$ cat src/rtl/i2cq_pkg.sv
package i2cq_pkg;
  // Configuration word layout (bit positions are decoded by the block)
  typedef struct packed {
    logic       rx_dma;
    logic       rx_clr;
    logic [5:0] rx_thr_m1;
    logic       tx_dma;
    logic       tx_clr;
    logic [5:0] tx_thr_m1;
  } cfg_t;

  localparam int unsigned DIR_TX = 0;
  localparam int unsigned DIR_RX = 1;
endpackage

$ cat src/rtl/i2cq_fifo.sv
module i2cq_fifo #(
  parameter int unsigned W     = 8,
  parameter int unsigned DEPTH = 16,
  localparam int unsigned AW   = $clog2(DEPTH),
  localparam int unsigned CW   = AW + 1
) (
  input  logic          clk,
  input  logic          rst_n,
  input  logic          clr,
  input  logic          push,
  input  logic [W-1:0]  din,
  input  logic          pop,
  output logic [W-1:0]  dout,
  output logic [CW-1:0] count,
  output logic          full,
  output logic          empty
);
  logic [W-1:0]  mem [DEPTH];
  logic [AW-1:0] wp, rp;
  logic          push_ok, pop_ok;

  assign full    = (count == CW'(DEPTH));
  assign empty   = (count == '0);
  assign push_ok = push && !full;
  assign pop_ok  = pop && !empty;
  assign dout    = mem[rp];

  always_ff @(posedge clk or negedge rst_n) begin
    if (!rst_n) begin
      wp    <= '0;
      rp    <= '0;
      count <= '0;
    end else if (clr) begin
      wp    <= '0;
      rp    <= '0;
      count <= '0;
    end else begin
      if (push_ok) wp <= wp + AW'(1);
      if (pop_ok)  rp <= rp + AW'(1);
      count <= count + CW'(push_ok) - CW'(pop_ok);
    end
  end

  always_ff @(posedge clk) begin
    if (push_ok && !clr) mem[wp] <= din;
  end
endmodule

$ cat src/rtl/i2cq_req.sv
module i2cq_req #(
  parameter int unsigned RW = 8,
  parameter int unsigned VW = 5
) (
  input  logic          active,
  input  logic [6:0]    thr,
  input  logic [RW-1:0] rem,
  input  logic [VW-1:0] level,
  output logic          ready,
  output logic          drain
);
  logic [15:0] t, r, v;
  assign t = 16'(thr);
  assign r = 16'(rem);
  assign v = 16'(level);

  assign ready = active && (r >= t) && (v >= t);
  assign drain = active && (r != '0) && (r < t) && (v >= r);
endmodule

$ cat src/rtl/i2cq_xfer.sv
module i2cq_xfer #(
  parameter int unsigned LEN_W = 8
) (
  input  logic             clk,
  input  logic             rst_n,
  input  logic             load,
  input  logic             rd,
  input  logic [LEN_W-1:0] len,
  input  logic             host_tx_acc,
  input  logic             host_rx_acc,
  input  logic             bus_tx_acc,
  input  logic             bus_rx_acc,
  output logic             loaded,
  output logic             is_rd,
  output logic [LEN_W-1:0] host_rem,
  output logic [LEN_W-1:0] bus_rem
);
  logic host_dec, bus_dec;
  assign host_dec = is_rd ? host_rx_acc : host_tx_acc;
  assign bus_dec  = is_rd ? bus_rx_acc  : bus_tx_acc;

  always_ff @(posedge clk or negedge rst_n) begin
    if (!rst_n) begin
      loaded   <= 1'b0;
      is_rd    <= 1'b0;
      host_rem <= '0;
      bus_rem  <= '0;
    end else if (load) begin
      loaded   <= 1'b1;
      is_rd    <= rd;
      host_rem <= len;
      bus_rem  <= len;
    end else begin
      if (host_dec && host_rem != '0) host_rem <= host_rem - LEN_W'(1);
      if (bus_dec && bus_rem != '0)   bus_rem  <= bus_rem - LEN_W'(1);
    end
  end
endmodule

$ cat src/rtl/i2cq_top.sv
module i2cq_top #(
  parameter int unsigned DEPTH = 16,
  parameter int unsigned LEN_W = 8
) (
  input  logic             clk,
  input  logic             rst_n,
  input  logic             cfg_wr,
  input  logic [15:0]      cfg_wdata,
  output logic [15:0]      cfg_rdata,
  output logic [15:0]      stat_rdata,
  input  logic             host_tx_valid,
  output logic             host_tx_ready,
  input  logic [7:0]       host_tx_data,
  output logic             host_rx_valid,
  input  logic             host_rx_ready,
  output logic [7:0]       host_rx_data,
  input  logic             eng_tx_take,
  output logic             eng_tx_avail,
  output logic [7:0]       eng_tx_data,
  input  logic             eng_rx_push,
  input  logic [7:0]       eng_rx_data,
  output logic             eng_rx_room,
  input  logic             xfer_load,
  input  logic             xfer_rd,
  input  logic [LEN_W-1:0] xfer_len,
  output logic             tx_ready_req,
  output logic             tx_drain_req,
  output logic             rx_ready_req,
  output logic             rx_drain_req,
  output logic             tx_dma_req,
  output logic             rx_dma_req,
  output logic             tx_underflow,
  output logic             rx_overrun
);
  import i2cq_pkg::*;

  localparam int unsigned CW = $clog2(DEPTH) + 1;
  localparam logic [1:0]  SZ = 2'($clog2(DEPTH) - 3);

  cfg_t            cfg_q, cfg_in;
  logic            tx_clr, rx_clr;
  logic [CW-1:0]   tx_cnt, rx_cnt;
  logic            tx_full, tx_empty, rx_full, rx_empty;
  logic            loaded, is_rd;
  logic [LEN_W-1:0] host_rem, bus_rem;
  logic            host_tx_acc, host_rx_acc, bus_tx_acc;

  // configuration register; flush bits act once and are not stored
  assign cfg_in = cfg_t'(cfg_wdata);
  assign tx_clr = cfg_wr && cfg_in.tx_clr;
  assign rx_clr = cfg_wr && cfg_in.rx_clr;

  always_ff @(posedge clk or negedge rst_n) begin
    if (!rst_n) begin
      cfg_q <= '0;
    end else if (cfg_wr) begin
      cfg_q        <= cfg_in;
      cfg_q.tx_clr <= 1'b0;
      cfg_q.rx_clr <= 1'b0;
    end
  end
  assign cfg_rdata = cfg_q;

  i2cq_fifo #(.W(8), .DEPTH(DEPTH)) u_txq (
    .clk(clk), .rst_n(rst_n), .clr(tx_clr),
    .push(host_tx_valid), .din(host_tx_data),
    .pop(eng_tx_take), .dout(eng_tx_data),
    .count(tx_cnt), .full(tx_full), .empty(tx_empty)
  );

  i2cq_fifo #(.W(8), .DEPTH(DEPTH)) u_rxq (
    .clk(clk), .rst_n(rst_n), .clr(rx_clr),
    .push(eng_rx_push), .din(eng_rx_data),
    .pop(host_rx_ready), .dout(host_rx_data),
    .count(rx_cnt), .full(rx_full), .empty(rx_empty)
  );

  assign host_tx_ready = !tx_full;
  assign host_rx_valid = !rx_empty;
  assign eng_tx_avail  = !tx_empty;
  assign eng_rx_room   = !rx_full;

  assign host_tx_acc = host_tx_valid && !tx_full;
  assign host_rx_acc = host_rx_ready && !rx_empty;
  assign bus_tx_acc  = eng_tx_take && !tx_empty;

  i2cq_xfer #(.LEN_W(LEN_W)) u_xfer (
    .clk(clk), .rst_n(rst_n), .load(xfer_load), .rd(xfer_rd), .len(xfer_len),
    .host_tx_acc(host_tx_acc), .host_rx_acc(host_rx_acc),
    .bus_tx_acc(bus_tx_acc), .bus_rx_acc(eng_rx_push),
    .loaded(loaded), .is_rd(is_rd), .host_rem(host_rem), .bus_rem(bus_rem)
  );

  // per-direction request logic
  logic          act [2];
  logic [6:0]    thr [2];
  logic [CW-1:0] lvl [2];
  logic          rdy [2];
  logic          drn [2];

  assign act[DIR_TX] = loaded && !is_rd;
  assign act[DIR_RX] = loaded && is_rd;
  assign thr[DIR_TX] = {1'b0, cfg_q.tx_thr_m1} + 7'd1;
  assign thr[DIR_RX] = {1'b0, cfg_q.rx_thr_m1} + 7'd1;
  assign lvl[DIR_TX] = CW'(DEPTH) - tx_cnt;
  assign lvl[DIR_RX] = rx_cnt;

  for (genvar d = 0; d < 2; d++) begin : g_req
    i2cq_req #(.RW(LEN_W), .VW(CW)) u_req (
      .active(act[d]), .thr(thr[d]), .rem(host_rem), .level(lvl[d]),
      .ready(rdy[d]), .drain(drn[d])
    );
  end

  assign tx_ready_req = rdy[DIR_TX];
  assign tx_drain_req = drn[DIR_TX];
  assign rx_ready_req = rdy[DIR_RX];
  assign rx_drain_req = drn[DIR_RX];
  assign tx_dma_req   = cfg_q.tx_dma && (rdy[DIR_TX] || drn[DIR_TX]);
  assign rx_dma_req   = cfg_q.rx_dma && (rdy[DIR_RX] || drn[DIR_RX]);

  // bus-side misuse events, one-cycle pulses
  always_ff @(posedge clk or negedge rst_n) begin
    if (!rst_n) begin
      tx_underflow <= 1'b0;
      rx_overrun   <= 1'b0;
    end else begin
      tx_underflow <= eng_tx_take && tx_empty && loaded && !is_rd && (bus_rem != '0);
      rx_overrun   <= eng_rx_push && rx_full;
    end
  end

  assign stat_rdata = {SZ, 6'(rx_cnt), 2'b00, 6'(tx_cnt)};
endmodule

$ cat config.mk
export PLATFORM = sky130hd
export DESIGN_NAME = i2cq_top
export DESIGN_NICKNAME = d
export VERILOG_FILES = /design/src/rtl/i2cq_pkg.sv /design/src/rtl/i2cq_fifo.sv /design/src/rtl/i2cq_req.sv /design/src/rtl/i2cq_xfer.sv /design/src/rtl/i2cq_top.sv
export SDC_FILE = /design/constraint.sdc
export NUM_CORES = 1
export LEC_CHECK = 0
export BUFFER_PORTS_ARGS = -buffer_cell sky130_fd_sc_hd__buf_2
export CAP_MARGIN = 20
export CORE_MARGIN = 1
export CORE_UTILIZATION = 25
export CTS_CLUSTER_DIAMETER = 150
export DETAILED_ROUTE_END_ITERATION = 8
export GPL_ROUTABILITY_DRIVEN = 0
export GPL_TIMING_DRIVEN = 0
export HOLD_SLACK_MARGIN = 0.1
export SLEW_MARGIN = 10
export SYNTH_ARGS = -nofsm -noshare
export SYNTH_HDL_FRONTEND = slang
export SYNTH_SLANG_ARGS = --single-unit
$ cat constraint.sdc
create_clock -name clk -period 4.19 [get_ports clk]
set_input_delay 0.2095 -clock clk [delete_from_list [all_inputs] [get_ports clk]]
set_output_delay 0.2095 -clock clk [all_outputs]
set_load 0.05 [all_outputs]
**After elaboration in Yosys (flattened, before gate mapping)**

Memory sizes are Yosys's and may differ from the RTL's.
Index checks and enable logic that the tools add are counted.

- Register bits: 60
- RAM bits: 256
- Input port bits: 49
- Output and inout bits: 60
- Logic and storage cells: 110
- Memories kept: 2

Memories:

| memory | words | bits a word | rd ports | clocked after Yosys merged registers in | write ports | RTL line | RTL |
|---|---|---|---|---|---|---|---|
| u_rxq.mem | 16 | 8 | 1 | 0 | 1 | i2cq_fifo.sv:18 | `logic [W-1:0] mem [DEPTH];` |
| u_txq.mem | 16 | 8 | 1 | 0 | 1 | i2cq_fifo.sv:18 |  |

- $add $sub $neg: 13
- $lt $le $gt $ge: 8
- Eq/ne operators: 2
- Multiplexer cells: 20
- Reductions and logical operators: 49

Operators by type and width:

| kind | number |
|---|---|
| 4-bit 2-to-1 mux | 8 |
| 8-bit 2-to-1 mux | 4 |
| 1-bit logical AND | 29 |
| 4-bit by 1-bit adder with 4-bit output (second input constant) | 4 |
| 5-bit by 8-bit greater-or-equal comparator with 1-bit output | 2 |
| 8-bit by 7-bit greater-or-equal comparator with 1-bit output | 2 |
| 8-bit by 7-bit < comparator with 1-bit output | 2 |
| 16-bit nonzero test | 1 |
| 8-bit nonzero test | 2 |
| 8-bit by 1-bit subtractor with 8-bit output (second input constant) | 2 |
| 6-bit by 1-bit adder with 7-bit output (second input constant) | 2 |
| 5-bit by 7-bit greater-or-equal comparator with 1-bit output | 2 |
| 2-bit nonzero test | 6 |
| 5-bit by 1-bit adder with 5-bit output | 2 |
| 5-bit equality test (second input constant) | 2 |
| 5-bit zero test | 2 |
| 5-bit 2-to-1 mux | 2 |
| 5-bit by 1-bit subtractor with 5-bit output | 2 |
| 1-bit zero test | 7 |
| 1-bit 2-to-1 mux | 6 |
| 5-bit subtractor (first input constant) | 1 |
| 1-bit logical OR | 2 |

**Depth between registers and ports, before layout**

- Depth in word-level cells: 7
- Gate-level depth with buffers: 14
- Mapped depth without buffers: 13

**Cells and area by module**

From an unflattened synthesis, not the netlist that was laid out.

- Cells, all modules: 978
- Area total of the unflattened synthesis: 14647.8 um2

By module, submodules not included:

| module | times used | cells each | area each (um2) | seq. area each (um2) |
|---|---|---|---|---|
| i2cq_fifo at u_rxq | 1 | 338 | 5826.8 | 4169.0 |
| i2cq_fifo at u_txq | 1 | 307 | 5794.3 | 4169.0 |
| i2cq_xfer | 1 | 114 | 1096.1 | 450.4 |
| i2cq_top | 1 | 93 | 982.2 | 400.4 |
| i2cq_req | 2 | 63 | 474.2 | 0.0 |

**Worst setup path before layout**

No wires, ideal clock.

- Path type: reg2out
- Start: register cfg_q (netlist bit cfg_rdata[9])
- End: output port rx_ready_req
- Arrival: 3.680 ns
- Data required time: 3.980 ns
- Setup slack: 0.301 ns
- Stages on the path, launching flop included: 9
- Buffers on the path: 0
- Cells stage by stage: dfrtp_1 -> ha_1 -> nand3_1 -> or2_1 -> ha_1 -> nand3b_1 -> a311o_1 -> o2111a_1 -> nor4_1

- Cells in the longest elaborated chain, start to end: 4
- Elaborated cells on any way between the ends: 5
- Classes of those cells: add/sub (1); order compare (2); reduce/logical (2)

RTL lines:

| what | RTL line | RTL |
|---|---|---|
| from (decl) | i2cq_top.sv:40 | `cfg_t cfg_q, cfg_in;` |
| from (signal assigned) | i2cq_top.sv:57 | `cfg_q <= cfg_in;` |
| 6-bit by 1-bit adder with 7-bit output * | i2cq_top.sv:104 | `assign thr[DIR_RX] = {1'b0, cfg_q.rx_thr_m1} + 7'd1;` |
| 8-bit by 7-bit greater-or-equal comparator with 1-bit output | i2cq_req.sv:17 | `assign ready = active && (r >= t) && (v >= t);` |
| 1-bit logical AND | i2cq_req.sv:17 |  |
| 1-bit logical AND * | i2cq_req.sv:17 |  |
| to (decl) | i2cq_top.sv:28 | `output logic rx_ready_req,` |

Mark *: on every way between the ends. The rest lies on a longest branch, timed or not.

**Worst setup path in the final report**

- Start: register cfg_q (netlist bit cfg_rdata[1])
- End: output port tx_dma_req

- Cells in the longest elaborated chain, start to end: 6
- Elaborated cells on any way between the ends: 10
- Classes of those cells: add/sub (1); order compare (3); reduce/logical (6)

RTL lines:

| what | RTL line | RTL |
|---|---|---|
| 6-bit by 1-bit adder with 7-bit output * | i2cq_top.sv:103 | `assign thr[DIR_TX] = {1'b0, cfg_q.tx_thr_m1} + 7'd1;` |
| 8-bit by 7-bit greater-or-equal comparator with 1-bit output / 8-bit by 7-bit < comparator with 1-bit output (equally long branches) | i2cq_req.sv:17, i2cq_req.sv:18 |  |
| 1-bit logical AND (on tied branches) (2 in series) | i2cq_req.sv:17, i2cq_req.sv:18 |  |
| 1-bit logical OR * | i2cq_top.sv:119 | `assign tx_dma_req = cfg_q.tx_dma && (rdy[DIR_TX] \|\| drn[DIR_TX]);` |
| 1-bit logical AND * | i2cq_top.sv:119 |  |
| to (decl) | i2cq_top.sv:30 | `output logic tx_dma_req,` |

Marked as above.

==> flow_summary.ini <==
[power_and_ir_drop]
internal-power_uw = 7180
combPwrFrac_pct = 34.9
pwr-share-seq_pct = 35.3
swShare_pct = 35.1
p_leak_uw = 0.00618
clockPowerShare_pct = 29.7
power_density_nw_per_um2 = 637
p_switching_uw = 3890
ir_drop_mv = 0.315
total_power_uw = 11100

[status]
status = completed

[critical_path]
crit_start = cfg_rdata[1]$_DFFE_PN0P_
crit_chain = ha_1 -> nand2_1 -> xor2_1 -> ha_1 -> or4_1 -> and4_1 -> or3_1 -> o32ai_2 -> buf_2
cp-end-kind = output pin
cp.required_ns = 3.98
worstPathArrival_ns = 3.26
crit_buf_inv = 1
reg2reg_from = u_rxq.count[3]$_DFF_PN0_
cp_max_fo = 5
cp_common_cell = ha_1
cp_top_family = simple AND/OR/NAND/NOR gates
slowest_delay_ns = 0.50
worstSetupPathType = register to output pin
worst_setup_path_start_kind = register
slowest_stage = or4_1

[yosys]
yosys.cell_types.count = 58
syn_area_per_cell_um2 = 16.6
syn_area_um2 = 14200
synth_top_area_share_pct = 54.1
synth-seq-cells = 316
seq_area_frac_synth_pct = 64.7
synth_cells = 856
synthFlopType = edfxtp_1
synth_area_leaders = edfxtp_1, mux4_2, dfrtp_1
ys_warn_count = 0
postSynth.asyncResetShare_pct = 19.0
synth_top_area_cell = edfxtp_1
synth-edff-count = 256

[global_routing]
antenna_found_initial = 1
grt_usage_pct = 11.6
grt_first_pass_wirelength_um = 49900
first_global_vias = 8380
grt-ovfl-total = 0
grt_max_degree = 34

[flow_run]
cap_violations = 0

[clock_network]
cts_buffer_depth = 3
root_buffer = clkbuf_16
cts_buffers = 37
cts_tree = yes
post_cts_buffers = 0
cts.sinks = 316
cts_max_level = 2
clk_latency_ns = 0.55
path_clk_slew_ns = 0.06

[timing]
tightest_slew_ns = 1.07
hold_viol = 0
finClkSkew_ns = 0.0209
fin_hold_ws_ns = 0.134
fin_crit_sh_pct = 82.8
drv_slew = 0
fmax_mhz = 288
maxSlewHeadroom_pct = 28.2
period_minus_slack_ns = 3.47
finalSetupViolations = 0
rsz0062_at_grt = false
setup_tns_ns = 0

[cells_and_area]
nets = 1158
final_common_cell = edfxtp_1
nFillCells = 5526
final_cell_mix = edfxtp_1, buf_2, mux4_2
n_antenna_cell = 0
areaGrowthSynthToFinish_pct = 22.2
seq_area_um2 = 9190
drive_gt1_share_pct = 26.2
multi_input_area_um2 = 4710

[routing]
drt_wl_total_um = 33000
viasPerCell = 4.36
remaining_drc_errors = 0
ant_nets = 0
drt_iter0_markers = 463
num_vias = 7979
firstDrtPassIters = 5
wire_per_inst_um = 18.0

[placed_design]
hpwl_um = 22800
port-buffer-count = 99

[die]
die_h_um = 240
core_area_um2 = 56300
initial_core_util_pct = 25.2
ios = 109
die_w_um = 240
num_rows = 87
dieArea_um2 = 57800

[min_path]
hold_path.class = primary input to async pin
[sequential cells by signal, indices dropped and copies added, names as in the netlist]
register,flops
u_txq.mem,128
u_txq.count,5
cfg_rdata,14
u_rxq.count,5
u_txq.wp,4
u_rxq.rp,4
tx_underflow,1
u_xfer.is_rd,1
rx_overrun,1
u_xfer.bus_rem,8
u_txq.rp,4
u_rxq.wp,4
u_xfer.loaded,1
u_rxq.mem,128
u_xfer.host_rem,8
[stage by stage]
stage               utilization (%)  std cells  area, um^2  worst slack, ns
finish                         30.8       1828       17400            0.721
global route                   30.8       1828       17400            0.526
CTS                            30.8       1828       17400            0.673
detailed placement             27.9       1718       15700            0.769
global placement               27.8       1717       15700            0.779
floorplan                         -        862       14200            0.301
[timing repair]
action | CTS | global route
endpoints found under the setup margin | 0 | 0
hold buffers | 42 | 0
endpoints found under the hold margin | 349 | 0
gates resized for setup | 0 | 0
[area by class of cell]
type | instances | share of cell area [%]
buffer | 41 | 1.14
multi-input combinational | 469 | 27.1
inverter | 36 | 0.778
clock inverter | 21 | 1.40
sequential | 316 | 52.9
tap | 756 | 5.45
clock buffer | 47 | 5.79
timing repair buffer | 142 | 5.41
[path summary, 6_finish.rpt]
path | endpoint | slack, ns | cells after the start
max in group asynchronous | u_rxq.wp[3]$_DFFE_PN0P_ | 3.51 | 3
hold / removal | cfg_rdata[10]$_DFFE_PN0P_ | 0.13 | 2
setup reg to reg | u_rxq.count[4]$_DFF_PN0_ | 0.79 | 13
setup / recovery | tx_dma_req | 0.72 | 9
min in group clk | u_txq.count[4]$_DFF_PN0_ | 0.15 | 3
hold reg to reg | u_xfer.loaded$_DFFE_PN0P_ | 0.54 | 1
[cell families (layout without fill, tap and decap cells)]
logic type      Yosys count  after routing  synth area share [%]
flops                   316            316                  64.7
mux                     109            109                  15.0
simple gates            189            189                  6.56
xor+xnor                 42             42                  2.78
compound gates           55             55                  2.70
other cells               2              8                0.0529
fa+ha+maj                66             66                  5.92
buf+inv                  77            287                  2.34
[layer usage]
layer	global-route usage (%)	wire [um]	share of wire (%)	vias to the layer above
met1	15.1	14500	44	4042
li1	-	-	-	3671
met5	0	13	0.039	-
met2	19.1	15900	48	214
met3	2.57	1910	5.8	50
met4	3.67	705	2.1	2
[cell usage after synthesis (4+ instances only)]
master / count
nand4_1: 8
xnor2_1: 23
mux4_2: 80
ha_1: 64
inv_1: 36
dfrtp_1: 60
nor2_1: 70
mux2_2: 23
nand3b_1: 5
or3_1: 7
a21oi_1: 16
nor3_1: 8
nor2b_1: 13
buf_4: 8
nand3_1: 14
nand2_1: 34
o21ai_0: 5
edfxtp_1: 256
buf_2: 11
o21ai_1: 9
clkbuf_1: 20
and2_1: 9
xor2_1: 17
a21o_1: 4
[power by group through the flow]
| stage | clock network [uW] | logic, uW | registers [uW] |
|---|---|---|---|
| global placement | 0 | 3840 | 3960 |
| CTS | 3380 | 3930 | 3910 |
| detailed placement | 0 | 3890 | 3980 |
| finish | 3290 | 3870 | 3910 |
| global route | 3490 | 4240 | 3940 |
| floorplan | 0 | 2720 | 4120 |
No activity file was read; power rests on OpenSTA's default activity.
